`config.mk`:
```
export PLATFORM = sky130hd
export DESIGN_NAME = sram_ctl
export DESIGN_NICKNAME = d
export VERILOG_FILES = /design/src/rtl/sram_ctl.sv
export SDC_FILE = /design/constraint.sdc
export NUM_CORES = 1
export LEC_CHECK = 0
export ABC_AREA = 0
export BUFFER_PORTS_ARGS = -buffer_cell sky130_fd_sc_hd__buf_2
export CORE_MARGIN = 1.5
export CORE_UTILIZATION = 51
export DETAILED_ROUTE_END_ITERATION = 8
export GPL_TIMING_DRIVEN = 1
export HOLD_SLACK_MARGIN = 0.02
export PLACE_DENSITY = 0.9
export RECOVER_POWER = 25
export REMOVE_ABC_BUFFERS = 1
export SLEW_MARGIN = 25
export SYNTH_ARGS = -nofsm -noshare
export SYNTH_HDL_FRONTEND = slang
export SYNTH_SLANG_ARGS = --single-unit
```
`constraint.sdc`:
```
create_clock -name clk -period 3.8 [get_ports clk]
set_input_delay 0.76 -clock clk [delete_from_list [all_inputs] [get_ports clk]]
set_output_delay 0.76 -clock clk [all_outputs]
set_load 0.005 [all_outputs]
```
`src/rtl/sram_ctl.sv`:
```
module sram_ctl #(
  parameter int AW       = 18,
  parameter int CLK_NS   = 4,
  parameter int GRADE_NS = 55,
  parameter int TURN_CYC = 6
) (
  input  logic          clk,
  input  logic          rst_n,
  input  logic          req_valid,
  input  logic          req_write,
  input  logic [AW-1:0] req_addr,
  input  logic [1:0]    req_be,
  input  logic [15:0]   req_wdata,
  output logic          req_ack,
  output logic          rsp_valid,
  output logic [15:0]   rsp_rdata,
  output logic [AW-1:0] mem_addr,
  output logic          mem_ce_n,
  output logic          mem_ce2,
  output logic          mem_oe_n,
  output logic          mem_we_n,
  output logic          mem_lb_n,
  output logic          mem_ub_n,
  output logic [15:0]   mem_dq_out,
  input  logic [15:0]   mem_dq_in,
  output logic          mem_dq_oe
);
  function automatic int ceil_cyc(input int ns);
    int c;
    c = (ns + CLK_NS - 1) / CLK_NS;
    return (c < 1) ? 1 : c;
  endfunction

  localparam int T_WP    = (GRADE_NS == 55) ? 45 : (GRADE_NS == 70) ? 55 : 70;
  localparam int T_OHZ   = (GRADE_NS == 55) ? 20 : (GRADE_NS == 70) ? 25 : 30;
  localparam int CYC_TOT = ceil_cyc(GRADE_NS);
  localparam int RD_CYC  = ceil_cyc(GRADE_NS);
  localparam int WP_CYC  = ceil_cyc(T_WP);
  localparam int RD_LEFT = CYC_TOT - 1 - RD_CYC;
  localparam int WR_LEFT = CYC_TOT - 1 - WP_CYC;
  localparam int RD_REC  = (RD_LEFT < 1) ? 1 : RD_LEFT;
  localparam int WR_REC  = (WR_LEFT < 1) ? 1 : WR_LEFT;
  localparam int MAX_A   = (RD_CYC > WP_CYC) ? RD_CYC : WP_CYC;
  localparam int MAX_R   = (RD_REC > WR_REC) ? RD_REC : WR_REC;
  localparam int MAXC    = (MAX_A > MAX_R) ? MAX_A : MAX_R;
  localparam int CW      = $clog2(MAXC + 1);
  localparam int TW      = $clog2(TURN_CYC + 1) + 1;

  if (GRADE_NS != 55 && GRADE_NS != 70 && GRADE_NS != 100) begin : g_bad_grade
    $error("speed grade must be 55, 70 or 100 ns");
  end
  if (CLK_NS > T_WP) begin : g_slow_clk
    $error("clock period exceeds the minimum write pulse");
  end
  if (TURN_CYC < 1 || TURN_CYC * CLK_NS < T_OHZ) begin : g_short_turn
    $error("turnaround gap shorter than output release time");
  end

  typedef enum logic [1:0] {IDLE, SETUP, ACCESS, HOLD} st_t;

  st_t            st;
  logic [CW-1:0]  cnt;
  logic [TW-1:0]  turn;
  logic           is_wr, ack_r, rv_r;
  logic [1:0]     be_r;
  logic [AW-1:0]  addr_r;
  logic [15:0]    wdata_r, rdata_r;

  wire sel       = (st != IDLE);
  wire accept    = (st == IDLE) && req_valid && !ack_r && (!req_write || turn == '0);
  wire [15:0] lane_mask = {{8{be_r[1]}}, {8{be_r[0]}}};

  assign mem_addr   = addr_r;
  assign mem_ce_n   = !sel;
  assign mem_ce2    = sel;
  assign mem_lb_n   = !(sel && be_r[0]);
  assign mem_ub_n   = !(sel && be_r[1]);
  assign mem_oe_n   = !(st == ACCESS && !is_wr);
  assign mem_we_n   = !(st == ACCESS && is_wr);
  assign mem_dq_oe  = sel && is_wr;
  assign mem_dq_out = wdata_r;
  assign req_ack    = ack_r;
  assign rsp_valid  = rv_r;
  assign rsp_rdata  = rdata_r;

  always_ff @(posedge clk or negedge rst_n) begin
    if (!rst_n) begin
      st      <= IDLE;
      cnt     <= '0;
      turn    <= '0;
      is_wr   <= 1'b0;
      be_r    <= '0;
      addr_r  <= '0;
      wdata_r <= '0;
      rdata_r <= '0;
      ack_r   <= 1'b0;
      rv_r    <= 1'b0;
    end else begin
      ack_r <= 1'b0;
      rv_r  <= 1'b0;
      if (turn != '0) turn <= turn - 1'b1;
      case (st)
        IDLE: if (accept) begin
          st      <= SETUP;
          is_wr   <= req_write;
          be_r    <= req_be;
          addr_r  <= req_addr;
          wdata_r <= req_wdata;
        end
        SETUP: begin
          st  <= ACCESS;
          cnt <= is_wr ? CW'(WP_CYC - 1) : CW'(RD_CYC - 1);
        end
        ACCESS: if (cnt != '0) cnt <= cnt - 1'b1;
        else begin
          st  <= HOLD;
          cnt <= is_wr ? CW'(WR_REC - 1) : CW'(RD_REC - 1);
          if (!is_wr) begin
            rdata_r <= mem_dq_in & lane_mask;
            turn    <= TW'(TURN_CYC);
          end
        end
        HOLD: if (cnt != '0) cnt <= cnt - 1'b1;
        else begin
          st    <= IDLE;
          ack_r <= 1'b1;
          rv_r  <= !is_wr;
        end
        default: st <= IDLE;
      endcase
    end
  end
endmodule


```
==> results of run 1 <==
critical path, cell delays in order (launching register included):
cell and delay (ns):
sky130_fd_sc_hd__dfrtp_1 0.37, sky130_fd_sc_hd__inv_1 0.08, sky130_fd_sc_hd__ha_1 0.21, sky130_fd_sc_hd__or3b_4 0.42, sky130_fd_sc_hd__a211oi_4 0.80, sky130_fd_sc_hd__buf_12 0.26, sky130_fd_sc_hd__mux2_2 0.36
per-layer routing:
layer,vias to the layer above,wire [um],GRT usage
met4,0,163,0.102
met2,71,2790,0.341
met1,972,2510,0.262
met5,-,0,0
li1,1005,-,-
met3,17,276,0.0611
cell type report:
| type | count | area (um^2) | share of cell area |
|---|---|---|---|
| clock buffers | 12 | 165 | 0.0457 |
| multi-input cells | 141 | 1020 | 0.283 |
| flip-flops and latches | 65 | 1630 | 0.450 |
| well taps | 70 | 87.6 | 0.0243 |
| repair buffers | 116 | 594 | 0.165 |
| inverters | 11 | 41.3 | 0.0114 |
| clock inverters | 4 | 73.8 | 0.0204 |
report_power, final:
part | total [mW] | switching, mW | internal, mW
sequential | 1.15 | 0.184 | 0.967
clock | 0.682 | 0.259 | 0.423
combinational | 0.997 | 0.442 | 0.555
cell families after synthesis:
family	count (synthesis)	share of synthesized area
AND/OR/NAND/NOR	63	0.104
multiplexers	38	0.157
adder cells (fa/ha/maj)	7	0.0319
XOR/XNOR	1	0.00319
AO/OA/AOI/OAI	32	0.0762
buffers and inverters	20	0.0356
flip-flops	65	0.593
cells in the mapped netlist, drive strengths merged, types with 2 or more instances:
master	n
dfrtp	65
nand2	39
mux2	37
o21ai	17
inv	11
ha	7
nor2	7
clkbuf	6
a21oi	4
nand2b	4
buf	3
nor3	3
nor2b	2
nor3b	2
o21bai	2
o22ai	2
how the worst min path moves through the flow:
stage                              from             to  slack, ns  cells past startpoint
after floorplan                   rst_n        be_r[0]       0.46                      0
after global placement     rsp_rdata[8]   rsp_rdata[8]       0.46                      2
after detailed placement  rsp_rdata[12]  rsp_rdata[12]       0.46                      2
after CTS                         rst_n        be_r[1]       0.44                      1
after global routing      rsp_rdata[12]  rsp_rdata[12]       0.51                      2
final                      rsp_rdata[8]   rsp_rdata[8]       0.47                      2
sequential cells by signal, summed over array words and instances (netlist names):
register    flops
be_r            2
cnt             4
is_wr           1
mem_addr       18
mem_dq_out     16
req_ack         1
rsp_rdata      16
rsp_valid       1
st              2
turn            4
cell usage in the layout (no fill, tap or decap), types with 2 or more instances in the layout:
master	count
sky130_fd_sc_hd__ha_1	7
sky130_fd_sc_hd__mux2_1	2
sky130_fd_sc_hd__nand2_1	39
sky130_fd_sc_hd__buf_2	113
sky130_fd_sc_hd__inv_1	11
sky130_fd_sc_hd__nand2b_1	3
sky130_fd_sc_hd__nor3_1	3
sky130_fd_sc_hd__nor3b_1	2
sky130_fd_sc_hd__o21bai_1	2
sky130_fd_sc_hd__dfrtp_1	65
sky130_fd_sc_hd__clkbuf_8	12
sky130_fd_sc_hd__nor2b_1	2
sky130_fd_sc_hd__bufinv_16	2
sky130_fd_sc_hd__mux2_2	34
sky130_fd_sc_hd__a21oi_1	4
sky130_fd_sc_hd__nor2_1	7
sky130_fd_sc_hd__o21ai_0	16
through the flow:
step                      setup slack, ns  std cells
after floorplan                      1.04        217
after detailed placement             1.17        403
final                                1.19        419
after global routing                0.961        419
after CTS                            1.16        419
after global placement               1.24        403
==> out/summary.md, run 1 <==
## Global routing
• 2,084 — number of global-route vias before repair
• 0.212 — Tot GR Track Use
• 0 — overall overflow remaining after global route
• 9650 um — first-pass GRT wire length
• 0 — initial antenna violation count
• 40 — largest net degree at the start of global routing

## Drt
• 2,065 — via count of the routed design
• 5740 um — total routed wirelength
• 0 — Post-DRT Antenna Nets
• 4 — first drt pass iteration count
• 0 — total DRC errors in the routed layout
• 4.93 — Avg Vias per Cell
• 13.7 um — Avg WL per Cell
• 116 — iteration-0 DRC count of the detailed router

## Setup path
• 6 — Worst R2R Path Depth
• flip-flop — Setup crit end kind
• 4.01 ns — Req. time, crit path
• 2.83 ns — arrival time at the worst endpoint
• flip-flop to flip-flop — category of the most critical setup path
• turn[0] — Worst setup startpoint
• 22 — maximum fanout along the worst path
• 1.19 ns — R2R setup slack
• mem_dq_out[7] — endpoint of the most critical register-to-register path
• turn[0] — reg2reg start
• flip-flop — element type at the critical path start
• mem_dq_out[7] — last element of the critical path

## Floorplan
• 26 — count of standard-cell rows
• 115 — IO Count
• 76.4 um — die outline width
• 5140 um^2 — total core area
• 76.4 um — die height
• 5830 um^2 — Total Die Area
• 0.534 — effective utilization at floorplan

## STA
• 0 — Final Hold Violating Endpoints
• 2.61 ns — fin crit period
• 0 ns — total negative setup slack
• 0 — Finish-stage setup viols
• 383 MHz — timing-limited maximum frequency
• 0.00778 ns — Clock Skews
• 1.43 ns — actual slew at the worst max-slew pin
• 0.0497 — worst slew margin relative to its limit
• no — setup repair after global routing missed its margin
• 0 — final-report max-slew violation count
• 0.688 — part of the cycle the worst path needs
• 0.474 ns — smallest hold slack

## Job
• 0 — total of max-cap violations

## Logic synthesis
• sky130_fd_sc_hd__dfrtp_1 — cell type with the largest total area after synthesis
• 1.00 — FFs w/ async S/R, synth
• sky130_fd_sc_hd__dfrtp_1 — Main synth FF type
• 226 — instance count of the mapped netlist
• 35 — number of library cell types mapped by synthesis
• 0 — Synth Warn #
• 0 — count of flip-flops with a built-in enable after synthesis
• 0.593 — post-synth top area share
• 0.593 — sequential-to-total area share from yosys stat
• 12.1 um^2 — Post-Synthesis Mean Instance Area
• 2740 um^2 — area of the mapped netlist
• 65 — number of flip-flops and latches in the synthesized netlist
• sky130_fd_sc_hd__dfrtp_1 (59%), sky130_fd_sc_hd__mux2_2 (14%), sky130_fd_sc_hd__nand2_1 (5.3%) — largest cells by area after synthesis

## Cells and area
• 0.703 — post-route core utilization
• 0 — diode insertion count for antenna repair
• 0.487 — share of post-route cells with drive strength above 1
• 395 — Filler cells
• 31.6% — layout overhead on the synthesized area
• 3610 um^2 — post-route standard cell area excluding fillers
• 407 — net count of the finished layout

## Power and ir drop
• 2.83 mW — total chip power
• 1.84 nW — leakage component of the power
• 784 nW/um^2 — pwr/cell area
• 454 uV — Worst VDD drop

## CTS
• 3 — CTS HTree Levels
• 0 — number of hold buffers added after cts
• 0.33 ns — source-to-sink clock delay at the later pin of the worst-skew pair
• 65 — Clock Sinks
• yes — TritonCTS clock tree
• 0 — cts repair resizes
• sky130_fd_sc_hd__clkbuf_8 — cell at the root of the clock tree
• 2 — buffer levels on the longest clock path
• 0 — number of buffers inserted by post-CTS setup repair
• 9 — TritonCTS buffer count
• 0.07 ns — clock slew at the register clock pins of the worst setup and hold paths

## Placement
• 4260 um — post-detail-place hpwl
• 114 — Port Buf Inserts
• 3370 um^2 — area post-placement
• 0.821 — routability-driven placement congestion ratio

## Min path
• flip-flop to flip-flop — hold crit path type

## Run status
• complete, no violations — outcome

No activity file was read; power rests on OpenSTA's default activity.
==> run 2, diff against run 1 <==
--- a/config.mk
+++ b/config.mk
@@ -8,11 +8,11 @@
 export ABC_AREA = 0
 export BUFFER_PORTS_ARGS = -buffer_cell sky130_fd_sc_hd__buf_2
 export CORE_MARGIN = 1.5
-export CORE_UTILIZATION = 51
+export CORE_UTILIZATION = 47
 export DETAILED_ROUTE_END_ITERATION = 8
 export GPL_TIMING_DRIVEN = 1
 export HOLD_SLACK_MARGIN = 0.02
-export PLACE_DENSITY = 0.9
+export PLACE_DENSITY = 0.85
 export RECOVER_POWER = 25
 export REMOVE_ABC_BUFFERS = 1
 export SLEW_MARGIN = 25
==> constraint.sdc (replaced) <==
create_clock -name clk -period 2.46 [get_ports clk]
set_input_delay 0.492 -clock clk [delete_from_list [all_inputs] [get_ports clk]]
set_output_delay 0.492 -clock clk [all_outputs]
set_load 0.005 [all_outputs]
==> run 2 against run 1 <==
Net effect:
- first-iteration DRC count decreased by 34%
- the run now ends with capacitance limit, slew limit left
- combinational power increased by 53%
- largest cell class unchanged
- sequential power increased by 55%
- critical path type unchanged
- via count increased by 1.4%
- count of clock-buffer cells in the layout decreased by 1
- sequential share of layout area increased by 0.24 points
- utilization decreased by 5.8 points
==> out/summary.md, run 2 (synthesis results as in run 1) <==
## Placement
• 3400 um^2 — area post-placement
• 0.263 ns — minimum setup slack after placement
• 114 — Port Buf Inserts
• 4330 um — post-detail-place hpwl
• 0.827 — routability-driven placement congestion ratio

## Setup path
• flip-flop — Setup crit end kind
• 2.67 ns — Req. time, crit path
• inv_1 -> ha_1 -> or3b_4 -> a211oi_4 -> buf_4 -> mux2_2 — CP Cell Sequence
• 0.42 ns — Crit path largest cell delay
• flip-flop — element type at the critical path start
• 10 — maximum fanout along the worst path
• flip-flop to flip-flop — category of the most critical setup path
• sky130_fd_sc_hd__or3b_4 — Slowest cell on crit path
• 2.41 ns — arrival time at the worst endpoint

## CTS
• sky130_fd_sc_hd__clkbuf_8 — cell at the root of the clock tree
• 0.07 ns — clock slew at the register clock pins of the worst setup and hold paths
• 65 — Clock Sinks
• 2 — buffer levels on the longest clock path
• 9 — TritonCTS buffer count
• 0 — cts repair resizes
• 0 — number of hold buffers added after cts
• 0 — number of buffers inserted by post-CTS setup repair
• yes — TritonCTS clock tree
• 3 — CTS HTree Levels
• 0.33 ns — source-to-sink clock delay at the later pin of the worst-skew pair

## Cells and area
• sky130_fd_sc_hd__buf_2 (114), sky130_fd_sc_hd__dfrtp_1 (65), sky130_fd_sc_hd__nand2_1 (39) — commonest non-fill, non-tap cells in the layout
• 0 — diode insertion count for antenna repair
• 3590 um^2 — post-route standard cell area excluding fillers
• sky130_fd_sc_hd__buf_2 — most common cell after layout, fill and taps aside
• 18 — max FFs per register
• 463 — Filler cells
• 0.489 — share of post-route cells with drive strength above 1
• 410 — net count of the finished layout
• 30.9% — layout overhead on the synthesized area

## Floorplan
• 115 — IO Count
• 6310 um^2 — Total Die Area
• 27 — count of standard-cell rows
• 0.492 — effective utilization at floorplan
• 79.4 um — die outline width
• 79.4 um — die height
• 5570 um^2 — total core area

## Run status
• capacitance limit, slew limit — violated checks
• complete, but fails checks — outcome

## Drt
• 5820 um — total routed wirelength
• 13.7 um — Avg WL per Cell
• 2,094 — via count of the routed design
• 0 — total DRC errors in the routed layout
• 4 — first drt pass iteration count
• 77 — iteration-0 DRC count of the detailed router
• 0 — Post-DRT Antenna Nets
• 4.94 — Avg Vias per Cell

## STA
• 1.56 ns — actual slew at the worst max-slew pin
• -0.0381 — worst slew margin relative to its limit
• 0.895 — part of the cycle the worst path needs
• 2.20 ns — fin crit period
• 0 — Finish-stage setup viols
• 454 MHz — timing-limited maximum frequency
• 66 — final-report max-slew violation count
• 0.377 ns — smallest hold slack
• 0 — Final Hold Violating Endpoints
• 0.00916 ns — Clock Skews
• no — setup repair after global routing missed its margin
• 0.258 ns — worst-case setup margin in the final layout

## Global routing
• 66 — largest net degree at the start of global routing
• 9270 um — first-pass GRT wire length
• 0 — overall overflow remaining after global route
• 1,954 — number of global-route vias before repair
• 0.196 — Tot GR Track Use
• 0 — initial antenna violation count

## Min path
• input pin to flip-flop — hold crit path type

## Power and ir drop
• 1.83 nW — leakage component of the power
• 629 uV — Worst VDD drop
• 1170 nW/um^2 — pwr/cell area
• 4.21 mW — total chip power

## Job
• 1 — total of max-cap violations

run 2: final timing paths:
check | startpoint | end | slack [ns] | cells after the start
max | turn[0] | mem_addr[14] | 0.26 | 6
min reg2reg | rsp_rdata[5] | rsp_rdata[5] | 0.47 | 2
min in group asynchronous | rst_n | rsp_rdata[11] | 0.63 | 2
max in group asynchronous | rst_n | rsp_rdata[5] | 0.89 | 2
max reg2reg | turn[0] | mem_addr[14] | 0.26 | 6
min | req_wdata[6] | mem_dq_out[6] | 0.38 | 2
run 2: routing by layer:
layer | share of wire | GRT usage | wire length (um)
met1 | 0.44 | 0.245 | 2550
met2 | 0.49 | 0.316 | 2820
met3 | 0.059 | 0.0537 | 341
met4 | 0.018 | 0.0895 | 105
met5 | 0 | 0 | 0
run 2: cell type report:
cell class                 instances  area (um^2)  share of cell area
sequential                        65         1630               0.453
multi-input combinational        141         1020               0.284
timing repair buffer             119          618               0.172
clock buffer                      11          141              0.0394
tap                               72         90.1              0.0251
clock inverter                     5         55.1              0.0153
inverter                          11         41.3              0.0115
run 2: critical path, delay by kind of cell (launching register included):
kind            cells  cell delay, ns
mux                 1            0.35
compound gates      1            0.38
simple gates        1            0.42
fa+ha+maj           1            0.21
flops               1            0.38
buf+inv             2            0.35
run 2: metrics by stage:
stage	instances	utilization	TNS (ns)
floorplan	217	-	-7.11
global placement	408	0.610	0
detailed placement	408	0.610	0
CTS	424	0.645	0
global route	424	0.644	0
finish	424	0.644	0
run 2: power breakdown:
part | internal, mW | switching [mW] | total, mW
sequential | 1.49 | 0.288 | 1.78
clock | 0.492 | 0.399 | 0.891
combinational | 0.858 | 0.676 | 1.53
total | 2.84 | 1.36 | 4.21
==> run 3, diff against run 2 <==
--- a/config.mk
+++ b/config.mk
@@ -10,12 +10,12 @@
 export CORE_MARGIN = 1.5
 export CORE_UTILIZATION = 47
 export DETAILED_ROUTE_END_ITERATION = 8
-export GPL_TIMING_DRIVEN = 1
+export GPL_TIMING_DRIVEN = 0
 export HOLD_SLACK_MARGIN = 0.02
 export PLACE_DENSITY = 0.85
 export RECOVER_POWER = 25
 export REMOVE_ABC_BUFFERS = 1
-export SLEW_MARGIN = 25
+export SLEW_MARGIN = 15
 export SYNTH_ARGS = -nofsm -noshare
 export SYNTH_HDL_FRONTEND = slang
 export SYNTH_SLANG_ARGS = --single-unit
==> run 3 against run 2 <==
Net effect:
- power is 2.5% higher
- critical endpoint is now mem_addr[8]
- largest cell class unchanged
- critical path depth unchanged
- highest routed layer unchanged
- setup slack worse by 0.077 ns
- worst hold slack better by 0.0084 ns
- the flow still finishes with violations (capacitance limit, slew limit)
- clock skew rose by 0.0032 ns
- wire length up 2.4%
- combinational power hardly changed
- non-clock buffer count down 2
- cell count is 0.71% lower
- final area up 0.52%
- register-to-register slack worse by 0.08 ns
==> out/summary.md, run 3 (synthesis results as in run 1) <==
## CTS
• 0.07 ns — clock slew at the register clock pins of the worst setup and hold paths
• 65 — Clock Sinks
• yes — TritonCTS clock tree
• 0 — number of buffers inserted by post-CTS setup repair
• 3 — CTS HTree Levels
• 0.33 ns — source-to-sink clock delay at the later pin of the worst-skew pair
• 0 — number of hold buffers added after cts
• sky130_fd_sc_hd__clkbuf_8 — cell at the root of the clock tree
• 9 — TritonCTS buffer count
• 2 — buffer levels on the longest clock path

## Cells and area
• 1030 um^2 — area of combinational cells with multiple inputs
• 31.6% — layout overhead on the synthesized area
• 444 — Filler cells
• 408 — net count of the finished layout
• sky130_fd_sc_hd__buf_2 — most common cell after layout, fill and taps aside
• 0 — diode insertion count for antenna repair
• 1630 um^2 — area taken by flip-flops and latches
• 421 — final instance count without filler cells
• 18 — max FFs per register
• 0.484 — share of post-route cells with drive strength above 1
• 0.648 — post-route core utilization
• sky130_fd_sc_hd__buf_2 (113), sky130_fd_sc_hd__dfrtp_1 (65), sky130_fd_sc_hd__nand2_1 (39) — commonest non-fill, non-tap cells in the layout

## Job
• 1 — total of max-cap violations

## Setup path
• inv_1 -> ha_1 -> or3b_4 -> a211oi_4 -> buf_6 -> mux2_2 — CP Cell Sequence
• 2 — sum of buffers and inverters on the critical path
• 0.44 ns — Crit path largest cell delay
• flip-flop to flip-flop — category of the most critical setup path
• 2.48 ns — arrival time at the worst endpoint
• compound AO/OA/AOI/OAI gates — Worst path top cell family by delay
• flip-flop — Setup crit end kind
• 17 — maximum fanout along the worst path
• flip-flop — element type at the critical path start
• 2.66 ns — Req. time, crit path
• sky130_fd_sc_hd__a211oi_4 — Slowest cell on crit path

## Drt
• 14.2 um — Avg WL per Cell
• 4.95 — Avg Vias per Cell
• 0 — Post-DRT Antenna Nets
• 5960 um — total routed wirelength
• 4 — first drt pass iteration count
• 148 — iteration-0 DRC count of the detailed router
• 0 — total DRC errors in the routed layout
• 2,082 — via count of the routed design

## Power and ir drop
• 1190 nW/um^2 — pwr/cell area
• 1.84 nW — leakage component of the power
• 689 uV — Worst VDD drop
• 4.31 mW — total chip power

## Run status
• complete, but fails checks — outcome
• capacitance limit, slew limit — violated checks

## Global routing
• 0 — overall overflow remaining after global route
• 0 — initial antenna violation count
• 1,986 — number of global-route vias before repair
• 9420 um — first-pass GRT wire length
• 39 — largest net degree at the start of global routing
• 0.200 — Tot GR Track Use

## STA
• 0 ns — total negative setup slack
• no — setup repair after global routing missed its margin
• 0.0124 ns — Clock Skews
• 0 — Finish-stage setup viols
• 0 — Final Hold Violating Endpoints
• 439 MHz — timing-limited maximum frequency
• -0.0586 — worst slew margin relative to its limit
• 2.28 ns — fin crit period
• 0.926 — part of the cycle the worst path needs
• 1.59 ns — actual slew at the worst max-slew pin
• 28 — final-report max-slew violation count
• 0.181 ns — worst-case setup margin in the final layout

## Floorplan
• 27 — count of standard-cell rows
• 79.4 um — die height
• 6310 um^2 — Total Die Area
• 0.492 — effective utilization at floorplan
• 115 — IO Count
• 5570 um^2 — total core area
• 79.4 um — die outline width

## Placement
• 406 — Placed Instances
• 0.854 — routability-driven placement congestion ratio
• 4440 um — post-detail-place hpwl
• -0.112 ns — minimum setup slack after placement
• 114 — Port Buf Inserts

## Min path
• input pin to flip-flop — hold crit path type

run 3: layout make-up:
| class | count | share of cell area |
|---|---|---|
| inverters | 11 | 0.0114 |
| clock buffers | 12 | 0.0402 |
| well taps | 72 | 0.0249 |
| repair buffers | 117 | 0.170 |
| multi-input cells | 141 | 0.284 |
| flip-flops and latches | 65 | 0.450 |
| clock inverters | 3 | 0.0180 |
run 3: report_power, final:
part	internal [mW]	leakage, nW	total (mW)	switching, mW
clock	0.592	0.106	0.969	0.377
sequential	1.49	0.810	1.78	0.285
combinational	0.867	0.921	1.56	0.696
total	2.95	1.84	4.31	1.36
run 3: per-stage QoR:
| stage | hold slack [ns] | instance area, um^2 |
|---|---|---|
| after global placement | 0.458 | 3350 |
| after floorplan | 0.196 | 2690 |
| after CTS | 0.0826 | 3610 |
| after global routing | 0.369 | 3610 |
| final | 0.386 | 3610 |
| after detailed placement | 0.441 | 3400 |
run 3: worst paths after layout:
path / start / to / slack (ns) / cells after the start
worst max-delay path: turn[0] / mem_addr[8] / 0.18 / 6
worst min-delay path: req_wdata[5] / mem_dq_out[5] / 0.39 / 2
worst max register to register: turn[0] / mem_addr[8] / 0.18 / 6
worst min register to register: rsp_rdata[5] / rsp_rdata[5] / 0.48 / 2
max in group asynchronous: rst_n / cnt[2] / 0.98 / 1
min in group asynchronous: rst_n / mem_dq_out[11] / 0.55 / 1
run 3: metal layers:
| metal | vias to the layer above | GRT usage | share of wire |
|---|---|---|---|
| met5 | - | 0 | 0 |
| met4 | 0 | 0.112 | 0.023 |
| met3 | 17 | 0.0514 | 0.061 |
| met2 | 73 | 0.327 | 0.50 |
| met1 | 988 | 0.241 | 0.42 |
| li1 | 1004 | - | - |
run 3: timing repair:
item                       in CTS  in global routing
resized for setup               1                  1
setup endpoints to repair      18                 18
cloned                          0                  0
